File: config.mk
export PLATFORM = sky130hd
export DESIGN_NAME = bank_access_guard
export DESIGN_NICKNAME = d
export VERILOG_FILES = /design/src/rtl/pmac_pkg.sv /design/src/rtl/pmac_acl_sel.sv /design/src/rtl/pmac_rule.sv /design/src/rtl/pmac_sector_buf.sv /design/src/rtl/bank_access_guard.sv
export SDC_FILE = /design/constraint.sdc
export NUM_CORES = 1
export LEC_CHECK = 0
export BUFFER_PORTS_ARGS = -buffer_cell sky130_fd_sc_hd__buf_2
export CAP_MARGIN = 40
export CORE_MARGIN = 5
export CORE_UTILIZATION = 50
export CTS_CLUSTER_SIZE = 14
export DETAILED_ROUTE_END_ITERATION = 7
export GPL_TIMING_DRIVEN = 0
export PLACE_DENSITY = 0.8
export SLEW_MARGIN = 30
export SYNTH_ARGS = -nofsm -noshare
export SYNTH_HDL_FRONTEND = slang
export SYNTH_SLANG_ARGS = --single-unit
File: constraint.sdc
create_clock -name clk -period 3.3 [get_ports clk]
set_input_delay 0.495 -clock clk [delete_from_list [all_inputs] [get_ports clk]]
set_output_delay 0.495 -clock clk [all_outputs]
set_load 0.005 [all_outputs]
File: src/rtl/pmac_pkg.sv
// Shared types for the partitioned memory access checker.
// Assumes 8-bit data bytes and a 4-bit control nibble per array.
package pmac_pkg;
    parameter int BYTE_W = 8;

    // Function code {Z,T}
    typedef enum logic [1:0] {
        FN_FREE   = 2'b00,
        FN_PROG   = 2'b01,
        FN_RDONLY = 2'b10,
        FN_LOCKED = 2'b11
    } fn_mode_e;

    // One control nibble: bit3 write pw, bit2 read pw, bits1:0 function
    typedef struct packed {
        logic     pw_wr;
        logic     pw_rd;
        fn_mode_e fn;
    } acl_t;

    // True when the new byte sets any bit that is clear in the old byte
    function automatic logic raises_bit(input logic [BYTE_W-1:0] old_b,
                                        input logic [BYTE_W-1:0] new_b);
        return |(~old_b & new_b);
    endfunction
endpackage

File: src/rtl/pmac_acl_sel.sv
// Picks the control nibble of the addressed array out of the packed
// control vector. Assumes nibble i belongs to array i.
module pmac_acl_sel
    import pmac_pkg::*;
#(
    parameter  int N_ARR = 4,
    localparam int SEL_W = $clog2(N_ARR)
) (
    input  logic [4*N_ARR-1:0] acl_vec,
    input  logic [SEL_W-1:0]   sel,
    output acl_t               acl
);
    logic [3:0] nib [N_ARR];

    // Split the control vector into per-array nibbles
    for (genvar i = 0; i < N_ARR; i++) begin : g_nib
        assign nib[i] = acl_vec[4*i +: 4];
    end

    assign acl = acl_t'(nib[sel]);
endmodule

File: src/rtl/pmac_rule.sv
// Combinational request rule: finds a missing password and a function
// limit for the request. Configuration mode clears both.
module pmac_rule
    import pmac_pkg::*;
(
    input  acl_t acl,
    input  logic is_wr,
    input  logic cfg_mode,
    input  logic pw_ok,
    output logic pw_short,
    output logic fn_block
);
    // Decode password need and function limit for the requested operation
    always_comb begin
        pw_short = 1'b0;
        fn_block = 1'b0;
        if (!cfg_mode) begin
            pw_short = (is_wr ? acl.pw_wr : acl.pw_rd) && !pw_ok;
            if (is_wr) fn_block = (acl.fn == FN_RDONLY) || (acl.fn == FN_LOCKED);
            else       fn_block = (acl.fn == FN_LOCKED);
        end
    end
endmodule

File: src/rtl/pmac_sector_buf.sv
// Eight-slot sector buffer. An open loads the tag and the start slot;
// each store writes one byte and advances the slot with wrap-around.
// Assumes SEC_BYTES is a power of two.
module pmac_sector_buf
    import pmac_pkg::*;
#(
    parameter  int SEC_BYTES = 8,
    parameter  int TAG_W     = 6,
    localparam int OFS_W     = $clog2(SEC_BYTES)
) (
    input  logic                        clk,
    input  logic                        rst_n,
    input  logic                        open,
    input  logic [TAG_W-1:0]            open_tag,
    input  logic [OFS_W-1:0]            open_ofs,
    input  logic                        store,
    input  logic [BYTE_W-1:0]           store_byte,
    output logic [TAG_W-1:0]            tag,
    output logic [SEC_BYTES*BYTE_W-1:0] data
);
    logic [TAG_W-1:0]  tag_q;
    logic [OFS_W-1:0]  ptr_q;
    logic [BYTE_W-1:0] mem_q [SEC_BYTES];

    // Tag, slot pointer and byte storage
    always_ff @(posedge clk) begin
        if (!rst_n) begin
            tag_q <= '0;
            ptr_q <= '0;
            for (int i = 0; i < SEC_BYTES; i++) mem_q[i] <= '0;
        end else if (open) begin
            tag_q <= open_tag;
            ptr_q <= open_ofs;
        end else if (store) begin
            mem_q[ptr_q] <= store_byte;
            ptr_q        <= ptr_q + 1'b1;
        end
    end

    // Flatten the slots onto the output bus
    for (genvar i = 0; i < SEC_BYTES; i++) begin : g_flat
        assign data[i*BYTE_W +: BYTE_W] = mem_q[i];
    end
    assign tag = tag_q;


    tag_hold_chk: assert property (@(posedge clk) disable iff (!rst_n)
        !open |=> $stable(tag_q));


    store_lands_chk: assert property (@(posedge clk) disable iff (!rst_n)
        (store && !open) |=> (mem_q[$past(ptr_q)] == $past(store_byte)));
endmodule

File: src/rtl/bank_access_guard.sv
// Access checker for a store split into equal arrays. Registers a
// grant/deny decision one clock after each request or session byte,
// tracks the open write session and collects accepted bytes.
// Assumes req_vld and wr_vld are not high together (request wins).
module bank_access_guard
    import pmac_pkg::*;
#(
    parameter  int N_ARR     = 4,
    parameter  int ARR_BYTES = 128,
    parameter  int SEC_BYTES = 8,
    localparam int ADDR_W    = $clog2(N_ARR * ARR_BYTES),
    localparam int SEL_W     = $clog2(N_ARR),
    localparam int OFS_W     = $clog2(SEC_BYTES),
    localparam int TAG_W     = ADDR_W - OFS_W,
    localparam int CTL_W     = 2 * BYTE_W
) (
    input  logic                        clk,
    input  logic                        rst_n,
    input  logic                        req_vld,
    input  logic                        req_wr,
    input  logic [ADDR_W-1:0]           req_addr,
    input  logic                        cfg_mode,
    input  logic                        pw_ok,
    input  logic [BYTE_W-1:0]           ctl_a,
    input  logic [BYTE_W-1:0]           ctl_b,
    input  logic                        wr_vld,
    input  logic [BYTE_W-1:0]           wr_old,
    input  logic [BYTE_W-1:0]           wr_new,
    output logic [1:0]                  pw_code,
    output logic                        grant,
    output logic                        deny,
    output logic                        standby_req,
    output logic [TAG_W-1:0]            sec_tag,
    output logic [SEC_BYTES*BYTE_W-1:0] sec_data
);
    logic [CTL_W-1:0] acl_vec;
    acl_t             req_acl;
    logic             pw_short, fn_block, refuse;
    logic             byte_bad, sess_open, sess_store;

    logic             grant_q, deny_q, standby_q;
    logic [1:0]       pw_code_q;
    logic             sess_q, sess_cfg_q;
    fn_mode_e         sess_fn_q;

    assign acl_vec = {ctl_b, ctl_a};

    pmac_acl_sel #(.N_ARR(N_ARR)) i_sel (
        .acl_vec (acl_vec),
        .sel     (req_addr[ADDR_W-1 -: SEL_W]),
        .acl     (req_acl)
    );

    pmac_rule i_rule (
        .acl      (req_acl),
        .is_wr    (req_wr),
        .cfg_mode (cfg_mode),
        .pw_ok    (pw_ok),
        .pw_short (pw_short),
        .fn_block (fn_block)
    );

    assign refuse = pw_short || fn_block;

    // Byte check against the mode captured when the session opened
    always_comb begin
        byte_bad = !sess_cfg_q && (sess_fn_q == FN_PROG) && raises_bit(wr_old, wr_new);
    end

    assign sess_open  = req_vld && req_wr && !refuse;
    assign sess_store = !req_vld && wr_vld && sess_q && !byte_bad;

    // Decision strobes, password code and write-session state
    always_ff @(posedge clk) begin
        if (!rst_n) begin
            grant_q    <= 1'b0;
            deny_q     <= 1'b0;
            standby_q  <= 1'b0;
            pw_code_q  <= 2'b00;
            sess_q     <= 1'b0;
            sess_cfg_q <= 1'b0;
            sess_fn_q  <= FN_FREE;
        end else begin
            grant_q   <= 1'b0;
            deny_q    <= 1'b0;
            standby_q <= 1'b0;
            if (req_vld) begin
                pw_code_q  <= {req_acl.pw_wr, req_acl.pw_rd};
                grant_q    <= !req_wr && !refuse;
                deny_q     <= refuse;
                standby_q  <= fn_block;
                sess_q     <= sess_open;
                sess_cfg_q <= cfg_mode;
                sess_fn_q  <= req_acl.fn;
            end else if (wr_vld && sess_q) begin
                grant_q   <= !byte_bad;
                deny_q    <= byte_bad;
                standby_q <= byte_bad;
                if (byte_bad) sess_q <= 1'b0;
            end
        end
    end

    pmac_sector_buf #(.SEC_BYTES(SEC_BYTES), .TAG_W(TAG_W)) i_buf (
        .clk        (clk),
        .rst_n      (rst_n),
        .open       (sess_open),
        .open_tag   (req_addr[ADDR_W-1:OFS_W]),
        .open_ofs   (req_addr[OFS_W-1:0]),
        .store      (sess_store),
        .store_byte (wr_new),
        .tag        (sec_tag),
        .data       (sec_data)
    );

    assign pw_code     = pw_code_q;
    assign grant       = grant_q;
    assign deny        = deny_q;
    assign standby_req = standby_q;


    grant_deny_excl_chk: assert property (@(posedge clk) disable iff (!rst_n)
        !(grant_q && deny_q));


    standby_deny_chk: assert property (@(posedge clk) disable iff (!rst_n)
        standby_q |-> deny_q);


    strobe_cause_chk: assert property (@(posedge clk) disable iff (!rst_n)
        (grant_q || deny_q) |-> $past(req_vld || (wr_vld && sess_q)));


    cfg_read_chk: assert property (@(posedge clk) disable iff (!rst_n)
        (req_vld && cfg_mode && !req_wr) |=> grant_q);


    cfg_write_chk: assert property (@(posedge clk) disable iff (!rst_n)
        (req_vld && cfg_mode && req_wr) |=> (!deny_q && sess_q));
endmodule

======== After elaboration in Yosys (flattened, before gate mapping) ========
Memory sizes are Yosys's and may differ from the RTL's.
Index checks and enable logic that the tools add are counted.
word-level totals
  register bits ........................... 18
  memory bits (writable) .................. 64
  output and inout port bits .............. 75
  logic and storage cells ................. 67
  memories ................................ 1
cells by class
  add/subtract/negate cells ............... 1
  $lt $le $gt $ge ......................... 1
  eq/ne operators ......................... 3
  multiplexer cells ....................... 25
  bitwise operators ....................... 3
  reduce and logical (&&, ||, !) cells .... 24
memories
  memory       words  width  read ports  clocked after memory_dff  wr ports  RTL line               text
  i_buf.mem_q  8      8      8           0                         8         pmac_sector_buf.sv:23  logic [BYTE_W-1:0] mem_q [SEC_BYTES];
operators with widths
  kind                                            count
  two-way mux 1 bit                               18
  OR reduction 8 bit                              2
  logical AND 1 bit                               10
  two-way mux 3 bit                               3
  AND 8 bit                                       1
  binary-select mux 4 bit (select 2 bit)          1
  two-way mux 4 bit                               2
  two-way mux 8 bit                               1
  inverter 8 bit                                  1
  logical NOT 1 bit                               6
  nonzero test 2 bit                              3
  == test 2 bit (second input constant)           2
  adder 3 x 1 -> 3 bit (second input constant)    1
  >= comparator 3 bit (second input constant)     1
  inverter 2 -> 3 bit                             1
  == test 2 x 1 -> 1 bit (second input constant)  1
  logical OR 1 bit                                2
  AND reduction 2 bit                             1

======== Longest topological paths before layout ========
  depth after elaboration ................. 16
  depth in mapped cells ................... 7

======== Modules after synthesis ========
A second synthesis with hierarchy kept.
second synthesis, totals
  cell total of the unflattened synthesis .. 261
  area, all modules ....................... 3724.8 um^2
modules (own cells, without submodules)
  module             instances  cells an instance  area an instance (um^2)
  pmac_sector_buf    1          201                3130.5
  bank_access_guard  1          52                 457.9
  pmac_acl_sel       1          4                  105.1
  pmac_rule          1          4                  31.3

======== Worst setup path after synthesis ========
Ideal clock, no wire load.
  kind .................................... input to register
  start point ............................. input wr_old[1]
  end point ............................... memory i_buf.mem_q[0][0] (enable)
  arrival ................................. 2.316 ns
  setup slack ............................. 0.586 ns
  stages on the path ...................... 6
  buffers on the path ..................... 1
  path through ............................ nand2b_1 > o2111ai_1 > o31a_1 > buf_2 > nand2b_4 > o41ai_1
RTL lines
  what                RTL line                 text
  start: declaration  bank_access_guard.sv:27  input logic [BYTE_W-1:0] wr_old,
  end: declaration    pmac_sector_buf.sv:23

==> results.cfg <==
[final_layout]
regArea_um2 = 2280
postLayoutCoreUtil = 0.643
drive_gt1_frac = 0.407
n_antenna_cell = 0
multiInputGateArea_um2 = 1210
area_delta_synth_final_pct = 27.1
fill_cells = 606
final_nets = 484

[power]
leakagePower_nw = 1.94
p_per_area_nw_per_um2 = 461
power.share.switching = 0.246
switching_power_mw = 0.521
pwr-share-seq = 0.549
power.internal_mw = 1.60
max-vdd-ir-drop_mv = 0.240
pwr-share-comb = 0.108
clkPwrFrac = 0.343

[place]
hpwlAfterDp_um = 6940
io_buffers = 120
gp_congestion = 0.843

[die]
initial_core_util = 0.506
io_pins = 123
die_w_um = 95.0
num_rows = 31
dieArea_um2 = 9020
fp.coreArea_um2 = 7140
die_h_um = 95.0

[clock_network]
clock_sinks = 82
htree_levels = 3
clkLatencyLatePin_ns = 0.35
clk_pin_slew_ns = 0.08
ctsResizeCount = 0
tritoncts = done
post_cts_buffers = 0
numCtsBuffers = 9
hold_buffers = 0
clockRootBuffer = clkbuf_8
clockBufferDepth = 2

[critical_path]
crit_top_cell = buf_2
critical_path_class = in -> reg
reg2reg_slack_ns = 0.83
slowest_delay_ns = 0.51
crit_chain = buf_2 -> nand2b_1 -> o2111ai_1 -> o31a_1 -> buf_2 -> nand3b_1 -> o21ai_0 -> buf_2
critPathMaxFanout = 10
r2r-start = sess_fn_q[0]
critical_path.top_delay_family = compound AO/OA/AOI/OAI gates
crit_required_ns = 3.36
slowest_stage = o21ai_0
crit_arrival_ns = 2.65
end_kind = flop
critPathCapture = i_buf.mem_q[7][7]
rr_endpoint = i_buf.mem_q[7][7]
rr_worst_depth = 6
start_kind = input port
startpoint = wr_new[1]
critPathBufInv = 3
crit_cells = 8

[detailed_routing]
wl_per_cell_um = 16.8
routed-via-count = 2796
route.antenna.remaining_nets = 0
drt_iter0_drc = 236
via_per_inst = 5.19
wirelength_um = 9060
dr.pass1.iters = 5
drc = 0

[flow_run]
drv_cap = 0

[synth]
yosysMostFrequentCell = edfxtp_1
synth_edf_count = 64
ys_ff_latch = 82
synthArstFlopShare = 0
synth.yosys.warnings = 0
syn_area_per_cell_um2 = 12.1
syn_inst = 299
yosys.area.top_type = edfxtp_1
yosys-top-cells-area = edfxtp_1 (53%), dfxtp_1 (10%), nor2_1 (4.7%)
synth_ff_type = edfxtp_1
synth_top_area_share = 0.532
synthesis.nets = 348
yosysSeqAreaShare = 0.632
synthesis.area_um2 = 3610
ys_top_cells_by_count = edfxtp_1 (64), nor2_1 (45), and2_1 (21)
ys_types = 45

[grt]
gr-usage-all-layers = 0.208
grt_max_degree = 16
grt_overflow = 0
grt_antenna_before_repair = 0
grt_first_pass_wirelength_um = 13800
grt_pass1_vias = 2744

[timing]
min_period_over_period = 0.785
slew_headroom = 0.496
worstMarginPinSlew_ns = 0.752
finalSetupViolations = 0
clock_skew_ns = 0.0118
clock.fmax_ghz = 0.386
final.min_clock_period_ns = 2.59
slew_violations = 0
holdWs_ns = 0.381
finalHoldViolCount = 0
rsz0062_at_grt = false

[outcome]
status = completed

[hold_path]
hold_class = in -> reg
==> cell type report <==
class,count,share of cell area
timing repair buffer,125,0.137
buffer,19,0.0210
sequential,82,0.497
clock inverter,7,0.0166
multi-input combinational,185,0.264
tap,99,0.0270
clock buffer,9,0.0270
inverter,13,0.0106
==> worst min path at each step <==
stage                       from           end  slack [ns]  cells after the start
floorplan           sess_fn_q[0]  sess_fn_q[0]        0.45                      2
CTS                  req_addr[6]  i_buf.tag[3]        0.37                      3
finish               req_addr[6]  i_buf.tag[3]        0.38                      3
detailed placement  i_buf.tag[3]  i_buf.tag[3]        0.48                      2
global route         req_addr[6]  i_buf.tag[3]        0.39                      3
global placement      pw_code[0]    pw_code[0]        0.46                      2
==> per-layer routing <==
metal / track usage / share of wire / wire (µm)
met5: 0 / 0 / 0
met4: 0.0553 / 0.0094 / 85
met3: 0.0637 / 0.089 / 807
met2: 0.368 / 0.51 / 4630
met1: 0.244 / 0.39 / 3540
==> cell families (layout without fill, tap and decap cells) <==
| logic type | after synthesis | in the layout | share of synthesized area |
|---|---|---|---|
| simple gates | 132 | 132 | 0.197 |
| compound gates | 34 | 34 | 0.0717 |
| flops | 82 | 82 | 0.632 |
| buf+inv | 32 | 173 | 0.0402 |
| mux | 18 | 18 | 0.0558 |
| fa+ha+maj | 1 | 1 | 0.00346 |
==> sequential cells by signal (all words and copies together) (netlist names) <==
name,count
sess_q,1
i_buf.tag,6
sess_fn_q,2
i_buf.ptr_q,3
sess_cfg_q,1
pw_code,2
deny,1
i_buf.mem_q,64
standby_req,1
grant,1
==> worst min-delay path: stages <==
cell,delay [ns]
buf_2,0.08
mux2i_1,0.05
nor2_1,0.07
==> power by group through the flow <==
stage / combinational (mW) / clock [mW] / sequential [mW]
floorplan: 0.114 / 0 / 1.19
global placement: 0.214 / 0 / 1.19
detailed placement: 0.228 / 0 / 1.19
CTS: 0.228 / 0.728 / 1.16
global route: 0.250 / 0.784 / 1.17
finish: 0.229 / 0.726 / 1.16
==> cells in the final DEF (no fill, tap or decap), types with 3 or more instances in the layout <==
master	netlist	final
a21oi_1	5	5
a31oi_1	3	3
and2_1	21	21
buf_1	3	3
buf_2	5	129
clkbuf_1	8	8
clkbuf_8	0	9
dfxtp_1	18	18
edfxtp_1	64	64
inv_1	10	10
inv_2	3	3
mux2_2	3	3
mux2i_1	13	13
nand2_1	18	18
nand2b_1	9	9
nand3_1	3	3
nor2_1	45	45
nor3_1	7	7
nor3_2	7	7
nor4_1	4	4
o21ai_0	9	7
o22ai_1	3	3
o31ai_2	0	4
or2_2	3	3
or3_1	6	6
==> through the flow <==
stage	std cells	area [µm²]	worst slack, ns	total power [mW]	setup TNS [ns]
floorplan	299	3610	0.586	1.31	0
global placement	518	4340	-0.199	1.40	-1.59
detailed placement	520	4370	0.311	1.42	0
CTS	536	4570	0.671	2.12	0
global route	539	4590	0.625	2.20	0
finish	539	4590	0.710	2.12	0
Note: power is estimated with default switching activity, not from simulation.
